<file path="config.mk">
export PLATFORM = sky130hd
export DESIGN_NAME = pwr_mode_ctrl
export DESIGN_NICKNAME = d
export VERILOG_FILES = /design/src/rtl/pmc_pkg.sv /design/src/rtl/pmc_regs.sv /design/src/rtl/pmc_sync.sv /design/src/rtl/pmc_qual.sv /design/src/rtl/pmc_fsm.sv /design/src/rtl/pwr_mode_ctrl.sv
export SDC_FILE = /design/constraint.sdc
export NUM_CORES = 1
export LEC_CHECK = 0
export ABC_AREA = 0
export BUFFER_PORTS_ARGS = -buffer_cell sky130_fd_sc_hd__buf_4
export CORE_MARGIN = 10
export CORE_UTILIZATION = 47
export CTS_CLUSTER_DIAMETER = 50
export DETAILED_ROUTE_END_ITERATION = 8
export MAX_ROUTING_LAYER = met4
export PLACE_DENSITY_LB_ADDON = 0.05
export SLEW_MARGIN = 20
export SYNTH_ARGS = -nofsm -noshare
export SYNTH_HDL_FRONTEND = slang
export SYNTH_SLANG_ARGS = --single-unit
</file>
<file path="constraint.sdc">
create_clock -name clk -period 1.9 [get_ports clk]
set_input_delay 0.38 -clock clk [delete_from_list [all_inputs] [get_ports clk]]
set_output_delay 0.38 -clock clk [all_outputs]
set_load 0.02 [all_outputs]
</file>
<file path="src/rtl/pmc_pkg.sv">
package pmc_pkg;

   typedef enum logic [2:0] {
      ST_RUN  = 3'd0,
      ST_IDLE = 3'd1,
      ST_STBY = 3'd2,
      ST_HALT = 3'd3,
      ST_WAKE = 3'd4
   } pmc_state_e;

   // reported state codes on lp_mode
   localparam logic [1:0] LPM_RUN  = 2'b00;
   localparam logic [1:0] LPM_IDLE = 2'b01;
   localparam logic [1:0] LPM_STBY = 2'b10;
   localparam logic [1:0] LPM_HALT = 2'b11;

   // programmed mode values in the configuration register
   localparam logic [1:0] SEL_IDLE = 2'b00;
   localparam logic [1:0] SEL_STBY = 2'b01;

   localparam logic ADDR_CFG = 1'b0;
   localparam logic ADDR_WEN = 1'b1;

endpackage

</file>
<file path="src/rtl/pmc_regs.sv">
module pmc_regs #(
   parameter int DATA_W  = 16,
   parameter int NUM_SRC = 16,
   parameter int MODE_W  = 2,
   parameter int QUAL_W  = 6
) (
   input  logic              clk,
   input  logic              rst_n,
   input  logic              bus_wr,
   input  logic              bus_addr,
   input  logic [DATA_W-1:0] bus_wdata,
   output logic [DATA_W-1:0] bus_rdata,
   output logic [MODE_W-1:0] mode_sel,
   output logic [QUAL_W-1:0] qual_len,
   output logic [NUM_SRC-1:0] wake_en
);
   import pmc_pkg::*;

   localparam int CFG_USED = MODE_W + QUAL_W;

   always_ff @(posedge clk or negedge rst_n) begin
      if (!rst_n) begin
         mode_sel <= '0;
         qual_len <= '1;
         wake_en  <= '0;
      end else if (bus_wr) begin
         if (bus_addr == ADDR_CFG) begin
            mode_sel <= bus_wdata[MODE_W-1:0];
            qual_len <= bus_wdata[MODE_W +: QUAL_W];
         end else begin
            wake_en <= bus_wdata[NUM_SRC-1:0];
         end
      end
   end

   logic [DATA_W-1:0] cfg_view, wen_view;

   generate
      if (CFG_USED < DATA_W) begin : g_cfg_pad
         assign cfg_view = {{(DATA_W-CFG_USED){1'b0}}, qual_len, mode_sel};
      end else begin : g_cfg_full
         assign cfg_view = {qual_len, mode_sel};
      end
      if (NUM_SRC < DATA_W) begin : g_wen_pad
         assign wen_view = {{(DATA_W-NUM_SRC){1'b0}}, wake_en};
      end else begin : g_wen_full
         assign wen_view = wake_en;
      end
   endgenerate

   assign bus_rdata = (bus_addr == ADDR_CFG) ? cfg_view : wen_view;

endmodule

</file>
<file path="src/rtl/pmc_sync.sv">
module pmc_sync #(
   parameter int NUM_SRC = 16,
   parameter int STAGES  = 0
) (
   input  logic               clk,
   input  logic               rst_n,
   input  logic [NUM_SRC-1:0] src_in,
   output logic [NUM_SRC-1:0] src_out
);
   generate
      if (STAGES == 0) begin : g_bypass
         assign src_out = src_in;
      end else begin : g_chain
         logic [NUM_SRC-1:0] pipe [STAGES];
         always_ff @(posedge clk or negedge rst_n) begin
            if (!rst_n) begin
               for (int i = 0; i < STAGES; i++) pipe[i] <= '0;
            end else begin
               pipe[0] <= src_in;
               for (int i = 1; i < STAGES; i++) pipe[i] <= pipe[i-1];
            end
         end
         assign src_out = pipe[STAGES-1];
      end
   endgenerate

endmodule

</file>
<file path="src/rtl/pmc_qual.sv">
module pmc_qual #(
   parameter int QUAL_W = 6,
   parameter int BIAS   = 2
) (
   input  logic              clk,
   input  logic              rst_n,
   input  logic              arm,
   input  logic              hit,
   input  logic [QUAL_W-1:0] qual_len,
   output logic              done
);
   localparam int MAX_LEN = (1 << QUAL_W) - 1 + BIAS;
   localparam int CNT_W   = $clog2(MAX_LEN + 1);

   logic [CNT_W-1:0] cnt_q;
   logic [CNT_W-1:0] target;

   assign target = CNT_W'(qual_len) + CNT_W'(BIAS - 1);
   assign done   = arm && hit && (cnt_q == target);

   always_ff @(posedge clk or negedge rst_n) begin
      if (!rst_n)            cnt_q <= '0;
      else if (!arm || !hit) cnt_q <= '0;
      else if (!done)        cnt_q <= cnt_q + 1'b1;
   end

endmodule

</file>
<file path="src/rtl/pmc_fsm.sv">
module pmc_fsm #(
   parameter int MODE_W = 2
) (
   input  logic              clk,
   input  logic              rst_n,
   input  logic              idle_strobe,
   input  logic [MODE_W-1:0] mode_sel,
   input  logic              any_hit,
   input  logic              qual_done,
   output logic              stby_arm,
   output logic              wake_pulse,
   output logic [1:0]        lp_mode,
   output logic              core_clk_en,
   output logic              periph_clk_en,
   output logic              osc_en
);
   import pmc_pkg::*;

   pmc_state_e st_q, st_d;

   always_comb begin
      st_d = st_q;
      unique case (st_q)
         ST_RUN: if (idle_strobe) begin
            if (mode_sel[1:0] == SEL_IDLE)      st_d = ST_IDLE;
            else if (mode_sel[1:0] == SEL_STBY) st_d = ST_STBY;
            else                                st_d = ST_HALT;
         end
         ST_IDLE: if (any_hit)   st_d = ST_WAKE;
         ST_STBY: if (qual_done) st_d = ST_WAKE;
         ST_HALT: st_d = ST_HALT;
         ST_WAKE: st_d = ST_RUN;
         default: st_d = ST_RUN;
      endcase
   end

   always_ff @(posedge clk or negedge rst_n) begin
      if (!rst_n) st_q <= ST_RUN;
      else        st_q <= st_d;
   end

   always_comb begin
      case (st_q)
         ST_IDLE: lp_mode = LPM_IDLE;
         ST_STBY: lp_mode = LPM_STBY;
         ST_HALT: lp_mode = LPM_HALT;
         default: lp_mode = LPM_RUN;
      endcase
   end

   assign stby_arm      = (st_q == ST_STBY);
   assign wake_pulse    = (st_q == ST_WAKE);
   assign core_clk_en   = (st_q == ST_RUN);
   assign periph_clk_en = (st_q == ST_RUN) || (st_q == ST_WAKE) || (st_q == ST_IDLE);
   assign osc_en        = (st_q != ST_HALT);

endmodule

</file>
<file path="src/rtl/pwr_mode_ctrl.sv">
module pwr_mode_ctrl #(
   parameter int DATA_W      = 16,
   parameter int NUM_SRC     = 16,
   parameter int MODE_W      = 2,
   parameter int QUAL_W      = 6,
   parameter int QUAL_BIAS   = 2,
   parameter int SYNC_STAGES = 0
) (
   input  logic               clk,
   input  logic               rst_n,
   input  logic               bus_wr,
   input  logic               bus_addr,
   input  logic [DATA_W-1:0]  bus_wdata,
   output logic [DATA_W-1:0]  bus_rdata,
   input  logic               idle_strobe,
   input  logic [NUM_SRC-1:0] wake_src,
   output logic               wake_pulse,
   output logic [1:0]         lp_mode,
   output logic               core_clk_en,
   output logic               periph_clk_en,
   output logic               osc_en
);
   generate
      if (NUM_SRC > DATA_W)          begin : g_bad_src  $error("NUM_SRC exceeds DATA_W");  end
      if (MODE_W + QUAL_W > DATA_W)  begin : g_bad_cfg  $error("config fields exceed DATA_W"); end
      if (MODE_W != 2)               begin : g_bad_mode $error("MODE_W must be 2");        end
      if (QUAL_BIAS < 1)             begin : g_bad_bias $error("QUAL_BIAS must be >= 1");  end
      if (SYNC_STAGES < 0)           begin : g_bad_sync $error("SYNC_STAGES negative");    end
   endgenerate

   logic [MODE_W-1:0]  mode_sel;
   logic [QUAL_W-1:0]  qual_len;
   logic [NUM_SRC-1:0] wake_en;
   logic [NUM_SRC-1:0] src_s;
   logic               any_hit;
   logic               stby_arm;
   logic               qual_done;

   pmc_regs #(.DATA_W(DATA_W), .NUM_SRC(NUM_SRC), .MODE_W(MODE_W), .QUAL_W(QUAL_W)) u_regs (
      .clk(clk), .rst_n(rst_n), .bus_wr(bus_wr), .bus_addr(bus_addr),
      .bus_wdata(bus_wdata), .bus_rdata(bus_rdata),
      .mode_sel(mode_sel), .qual_len(qual_len), .wake_en(wake_en)
   );

   pmc_sync #(.NUM_SRC(NUM_SRC), .STAGES(SYNC_STAGES)) u_sync (
      .clk(clk), .rst_n(rst_n), .src_in(wake_src), .src_out(src_s)
   );

   assign any_hit = |(src_s & wake_en);

   pmc_qual #(.QUAL_W(QUAL_W), .BIAS(QUAL_BIAS)) u_qual (
      .clk(clk), .rst_n(rst_n), .arm(stby_arm), .hit(any_hit),
      .qual_len(qual_len), .done(qual_done)
   );

   pmc_fsm #(.MODE_W(MODE_W)) u_fsm (
      .clk(clk), .rst_n(rst_n), .idle_strobe(idle_strobe), .mode_sel(mode_sel),
      .any_hit(any_hit), .qual_done(qual_done), .stby_arm(stby_arm),
      .wake_pulse(wake_pulse), .lp_mode(lp_mode), .core_clk_en(core_clk_en),
      .periph_clk_en(periph_clk_en), .osc_en(osc_en)
   );

endmodule

</file>
=== Word-level counts from Yosys, hierarchy flattened ===
Index checks and enable logic that the tools add are counted.

* Reductions and logical operators: 13
* Mux-type cells: 10
* Equal/unequal tests: 11
* Add/subtract/negate cells: 2
* Bitwise gates (word level): 2

{| class="wikitable"
|+ Operators by type and width
! operator !! count
|-
| $and A16 B16 Y16 || 1
|-
| $mux W16 || 1
|-
| $reduce_or A16 Y1 || 1
|-
| $mux W7 || 2
|-
| $mux W3 || 4
|-
| $pmux W3 S4 || 1
|-
| $add A6 B1 Y7 const B || 1
|-
| $add A7 B1 Y7 const B || 1
|-
| $eq A7 B7 Y1 || 1
|-
| $eq A3 B2 Y1 const B || 2
|-
| $ne A2 B2 Y1 const B || 3
|-
| $pmux W2 S3 || 1
|-
| $reduce_and A2 Y1 || 2
|-
| $eq A3 B1 Y1 const B || 1
|-
| $eq A3 B3 Y1 const B || 1
|-
| $logic_not A3 Y1 || 1
|-
| $logic_or A1 B1 Y1 || 3
|-
| $ne A3 B2 Y1 const B || 1
|-
| $reduce_and A3 Y1 || 1
|-
| $eq A2 B1 Y1 const B || 1
|-
| $logic_and A1 B1 Y1 || 2
|-
| $logic_not A1 Y1 || 2
|-
| $logic_not A2 Y1 || 1
|-
| $ne A2 B1 Y1 const B || 1
|-
| other kinds (2) || 2
|}

* Register bits after elaboration: 34
* Input bits: 37

=== Depth between registers and ports, before layout ===
* Depth after elaboration: 6
* Gate-level depth with buffers: 6
* Depth with buffers taken out: 6

=== By module ===
From an unflattened synthesis, not the netlist that was laid out.

* Cells, all modules: 184
* Area total of the unflattened synthesis: 2180.8 µm²

{| class="wikitable"
|+ Modules (own cells, without submodules)
! module !! seq. area each (µm²) !! times used !! cells each !! area each (µm²)
|-
| pmc_regs || 608.1 || 1 || 70 || 1108.6
|-
| pmc_qual || 175.2 || 1 || 65 || 649.4
|-
| pmc_fsm || 75.1 || 1 || 24 || 201.4
|-
| pmc_sync || 0.0 || 1 || 16 || 120.1
|-
| pwr_mode_ctrl || 0.0 || 1 || 9 || 101.3
|}

=== Worst setup path before layout ===
No wires, ideal clock.

* Path kind: register -> output
* From: reg u_fsm.st_q[1]
* To: out osc_en
* Data arrival time: 1.524 ns
* Path slack: -0.004 ns
* Stages on the path, launching flop included: 6
* Data required time: 1.520 ns
* Cells stage by stage: dfrtp_1 clkbuf_1 nor2b_1 clkbuf_1 clkbuf_1 nand2_1

* Cells in the longest elaborated chain, start to end: 1

{| class="wikitable"
|+ RTL lines
! what !! RTL line !! text
|-
| start: declaration || pmc_fsm.sv:19 || <nowiki>pmc_state_e st_q, st_d;</nowiki>
|-
| start signal: assignment || pmc_fsm.sv:39 || <nowiki>else st_q <= st_d;</nowiki>
|-
| $ne A3 B2 Y1 || pmc_fsm.sv:55 || <nowiki>assign osc_en = (st_q != ST_HALT);</nowiki>
|-
| end: declaration || pwr_mode_ctrl.sv:21 || <nowiki>output logic osc_en</nowiki>
|}

Every way passes these cells.

=== Worst setup path after layout ===
* From: reg u_regs.qual_len[0]
* To: reg u_qual.cnt_q[1]

* Cells in the longest elaborated chain, start to end: 4

{| class="wikitable"
|+ RTL lines
! what !! RTL line !! text
|-
| start: declaration || pmc_regs.sv:14 || <nowiki>output logic [QUAL_W-1:0] qual_len,</nowiki>
|-
| start signal: assignment || pmc_regs.sv:29 || <nowiki>qual_len <= bus_wdata[MODE_W +: QUAL_W];</nowiki>
|-
| $add A6 B1 Y7 || pmc_qual.sv:18 || <nowiki>assign target = CNT_W'(qual_len) + CNT_W'(BIAS - 1);</nowiki>
|-
| $eq A7 B7 Y1 || pmc_qual.sv:19 || <nowiki>assign done = arm && hit && (cnt_q == target);</nowiki>
|-
| $logic_and A1 B1 Y1 || pmc_qual.sv:19 ||
|-
| $ne A2 B1 Y1 (no source line) || -- ||
|-
| end signal: assignment || pmc_qual.sv:24 || <nowiki>else if (!done) cnt_q <= cnt_q + 1'b1;</nowiki>
|-
| end: declaration || pmc_qual.sv:15 || <nowiki>logic [CNT_W-1:0] cnt_q;</nowiki>
|}

Every way passes these cells.
A chain may end at the register's enable or synchronous reset.

==> qor.csv <==
stage;metric;value;unit
synth;mean post-synth cell area;10.9;um2
power_and_ir_drop;sw power;0.00107;W
sta;final setup vio count;0;
worst_setup_path;Buf+Inv Stages, Crit Path;1;
sta;Slew @ Worst Pin;0.434;ns
synth;top post-synthesis cells by count;mux2_2, dfrtp_1, nand4_1, and2_1;
worst_setup_path;CP Launch Type;flip-flop;
status;status;finished, final reports clean;
detailed_routing;Final ANT Viol Nets;0;
power_and_ir_drop;Final Total Pwr;0.00284;W
power_and_ir_drop;Switching Fraction;0.376;
finish;Final Cell Area;2800;um2
floorplan;Initial Util;0.495;
power_and_ir_drop;Clk pwr share;0.197;
cts;CTS sink count;34;
sta;final hold slack;0.0279;ns
worst_setup_path;max incr delay on CP;0.57;ns
floorplan;die area;7290;um2
synth;Seq/Total Area, Yosys;0.427;
place;port buffer count;58;
cts;latest clock arrival within the worst-skew pair;0.29;ns
synth;largest area contributor in the netlist;dfrtp_1;
worst_setup_path;CP delay by family, top;flip-flops;
synth;number of synthesized flops with an enable pin;0;
synth;top-area cell type share of the netlist area;0.349;
detailed_routing;initial DRC count;70;
synth;Post-synth ARST share;1.00;
floorplan;die extent in y;85.4;um
worst_setup_path;slowest stage cell, crit path;dfstp_2;
cts;CTS tree;done;
place;GPL Wtd Cong;0.842;
synth;syn_nets;224;
synth;Yosys cell types;37;
detailed_routing;Detailed Routing Iterations Pass 1;5;
detailed_routing;residual DRC count;0;
finish;NumNets Final;295;
floorplan;Site Rows;23;
finish;number of diodes;0;
global_routing;initial antenna violation count;0;
place;HPWL Detailed;4.12;mm
floorplan;Chip Width;85.4;um
worst_setup_path;peak fanout along the critical path;6;
worst_setup_path;crit path DAT;2.09;ns
global_routing;first-pass GRT wire length;9.23;mm
cts;clk buf depth;2;
cts;total CTS buffers;5;
power_and_ir_drop;IR drop worst, VDD;489;uV
sta;Tmin final;1.88;ns
power_and_ir_drop;Int Pwr;0.00178;W
job;Max Cap Viol;0;
sta;Slew Limit Headroom;0.710;
global_routing;pin count of the biggest net entering global routing;35;
detailed_routing;WL/cell;18.2;um
synth;Cells after Synth;185;
global_routing;number of global-route vias before repair;1913;
power_and_ir_drop;Seq pwr share;0.372;
worst_hold_path;worst hold path class;input pin to async pin;
worst_setup_path;CP cell instances;ha_4, nand3_2, xnor2_2, nor4b_4, buf_6, o21a_4, mux2i_1;
cts;hold_buf cts;0;
detailed_routing;drt total wl;5.58;mm
synth;Synth Cell Area;2010;um2
worst_setup_path;Worst Path Required;2.11;ns
synth;top_reg_cell synth;dfrtp_1;
synth;Ys Warns;0;
synth;synthesis-stage register bit count;34;
synth;synth top area cells;dfrtp_1, mux2_2, dfstp_2;
cts;# H-tree levels;2;
sta;RSZ-0062 raised after global routing;yes;
cts;root buffer cell;clkbuf_8;
synth;cell with the most instances after synthesis;mux2_2;
finish;share of layout cells above drive strength 1;0.553;
worst_setup_path;Setup Crit Path Kind;flip-flop to flip-flop;
detailed_routing;via count;1740;
floorplan;Ports;59;
worst_setup_path;Crit. End Element;flip-flop;
sta;clock skew;0.00955;ns
power_and_ir_drop;power per cell area;1020;nW/um2
global_routing;GRT overflow;0;
sta;Fin. Hold Viols;0;
finish;P&R area growth vs syn;39.4;%
floorplan;Core Region;4060;um2
power_and_ir_drop;Comb power frac;0.431;
place;DP Area;2530;um2
sta;Pins Over Slew Limit;0;
sta;Peak Freq;0.531;GHz
cts;clock transition at the registers of the reported paths;0.08;ns
sta;Tcrit/Tclk final;0.991;
global_routing;GRT Util Overall;0.159;
detailed_routing;vias per cell;5.67;
power_and_ir_drop;Leakage;1.24;nW
[per-layer routing]
layer | track usage | vias to the layer above | part of all wire
li1 | - | 823 | -
met1 | 0.174 | 855 | 0.42
met2 | 0.275 | 55 | 0.53
met3 | 0.0430 | 7 | 0.045
met4 | 0.0494 | 0 | 0.011
met5 | - | - | 0
[flip-flops by register name, indices dropped and copies added, names as in the netlist]
signal           count
u_regs.wake_en      16
u_qual.cnt_q         7
u_fsm.st_q           3
u_regs.qual_len      6
u_regs.mode_sel      2
[repair_timing]
item                       in CTS  in global routing
gates resized for setup         5                 19
setup buffers                   5                  3
gates cloned                    0                  0
setup endpoints to repair       9                  9
pin swaps                       5                  8
[final cells by class]
type,count,area [um2]
Fill cell,307,1260
Multi-Input combinational cell,135,1210
Sequential cell,34,858
Timing Repair Buffer,73,552
Clock buffer,7,86.3
Tap cell,50,62.6
Inverter,7,26.3
Clock inverter,1,5.00
[cells by family after synthesis]
family / synth area share
AO/OA/AOI/OAI: 0.105
XOR/XNOR: 0.0374
adder cells (fa/ha/maj): 0.0125
buffers and inverters: 0.0299
flip-flops: 0.427
multiplexers: 0.214
AND/OR/NAND/NOR: 0.174
[final timing paths]
check	startpoint	to	slack [ns]	cells past startpoint
min in group clk	bus_wdata[13]	u_regs.wake_en[13]$_DFFE_PN0P_	0.33	2
max in group asynchronous	rst_n	u_regs.qual_len[1]$_DFFE_PN1P_	1.52	1
max reg2reg	u_regs.qual_len[0]$_DFFE_PN1P_	u_qual.cnt_q[1]$_DFFE_PN0P_	0.02	7
min	rst_n	u_qual.cnt_q[6]$_DFFE_PN0P_	0.03	1
min reg2reg	u_regs.wake_en[11]$_DFFE_PN0P_	u_regs.wake_en[11]$_DFFE_PN0P_	0.53	1
max	u_regs.qual_len[0]$_DFFE_PN1P_	u_qual.cnt_q[1]$_DFFE_PN0P_	0.02	7
[cells in the final DEF (no fill, tap or decap), drive strengths merged, types with 7 or more instances in the layout]
cell type | Yosys | routed
clkbuf | 9 | 7
mux2 | 32 | 32
buf | 0 | 73
dfrtp | 28 | 28
and2 | 10 | 10
a22oi | 8 | 8
nand4 | 14 | 14
inv | 7 | 7
mux2i | 7 | 7
nand2 | 9 | 9
[stage by stage]
step	util	setup TNS, ns	cells	setup slack [ns]
6_report	0.690	0	307	0.0175
5_1_grt	0.690	-0.173	307	-0.0567
4_1_cts	0.665	-0.0499	305	-0.0248
3_3_place_gp	0.624	-0.487	292	-0.0839
2_1_floorplan	-	0	185	0.0281
3_5_place_dp	0.624	-0.944	292	-0.170
[worst reg2reg max path: cells and delay by family (launching register included)]
kind | cells | cell delay [ns]
xor+xnor | 1 | 0.16
buf+inv | 1 | 0.17
flops | 1 | 0.57
compound gates | 1 | 0.16
simple gates | 2 | 0.37
mux | 1 | 0.21
fa+ha+maj | 1 | 0.16
[power groups by stage]
stage / Sequential, W / Clock, W / Combinational (W)
finish: 0.00106 / 0.000560 / 0.00122
global route: 0.00108 / 0.000614 / 0.00133
CTS: 0.00104 / 0.000573 / 0.00114
detailed placement: 0.00105 / 0 / 0.00106
global placement: 0.00104 / 0 / 0.00102
floorplan: 0.000992 / 0 / 0.000723
No activity file was read; power rests on OpenSTA's default activity.
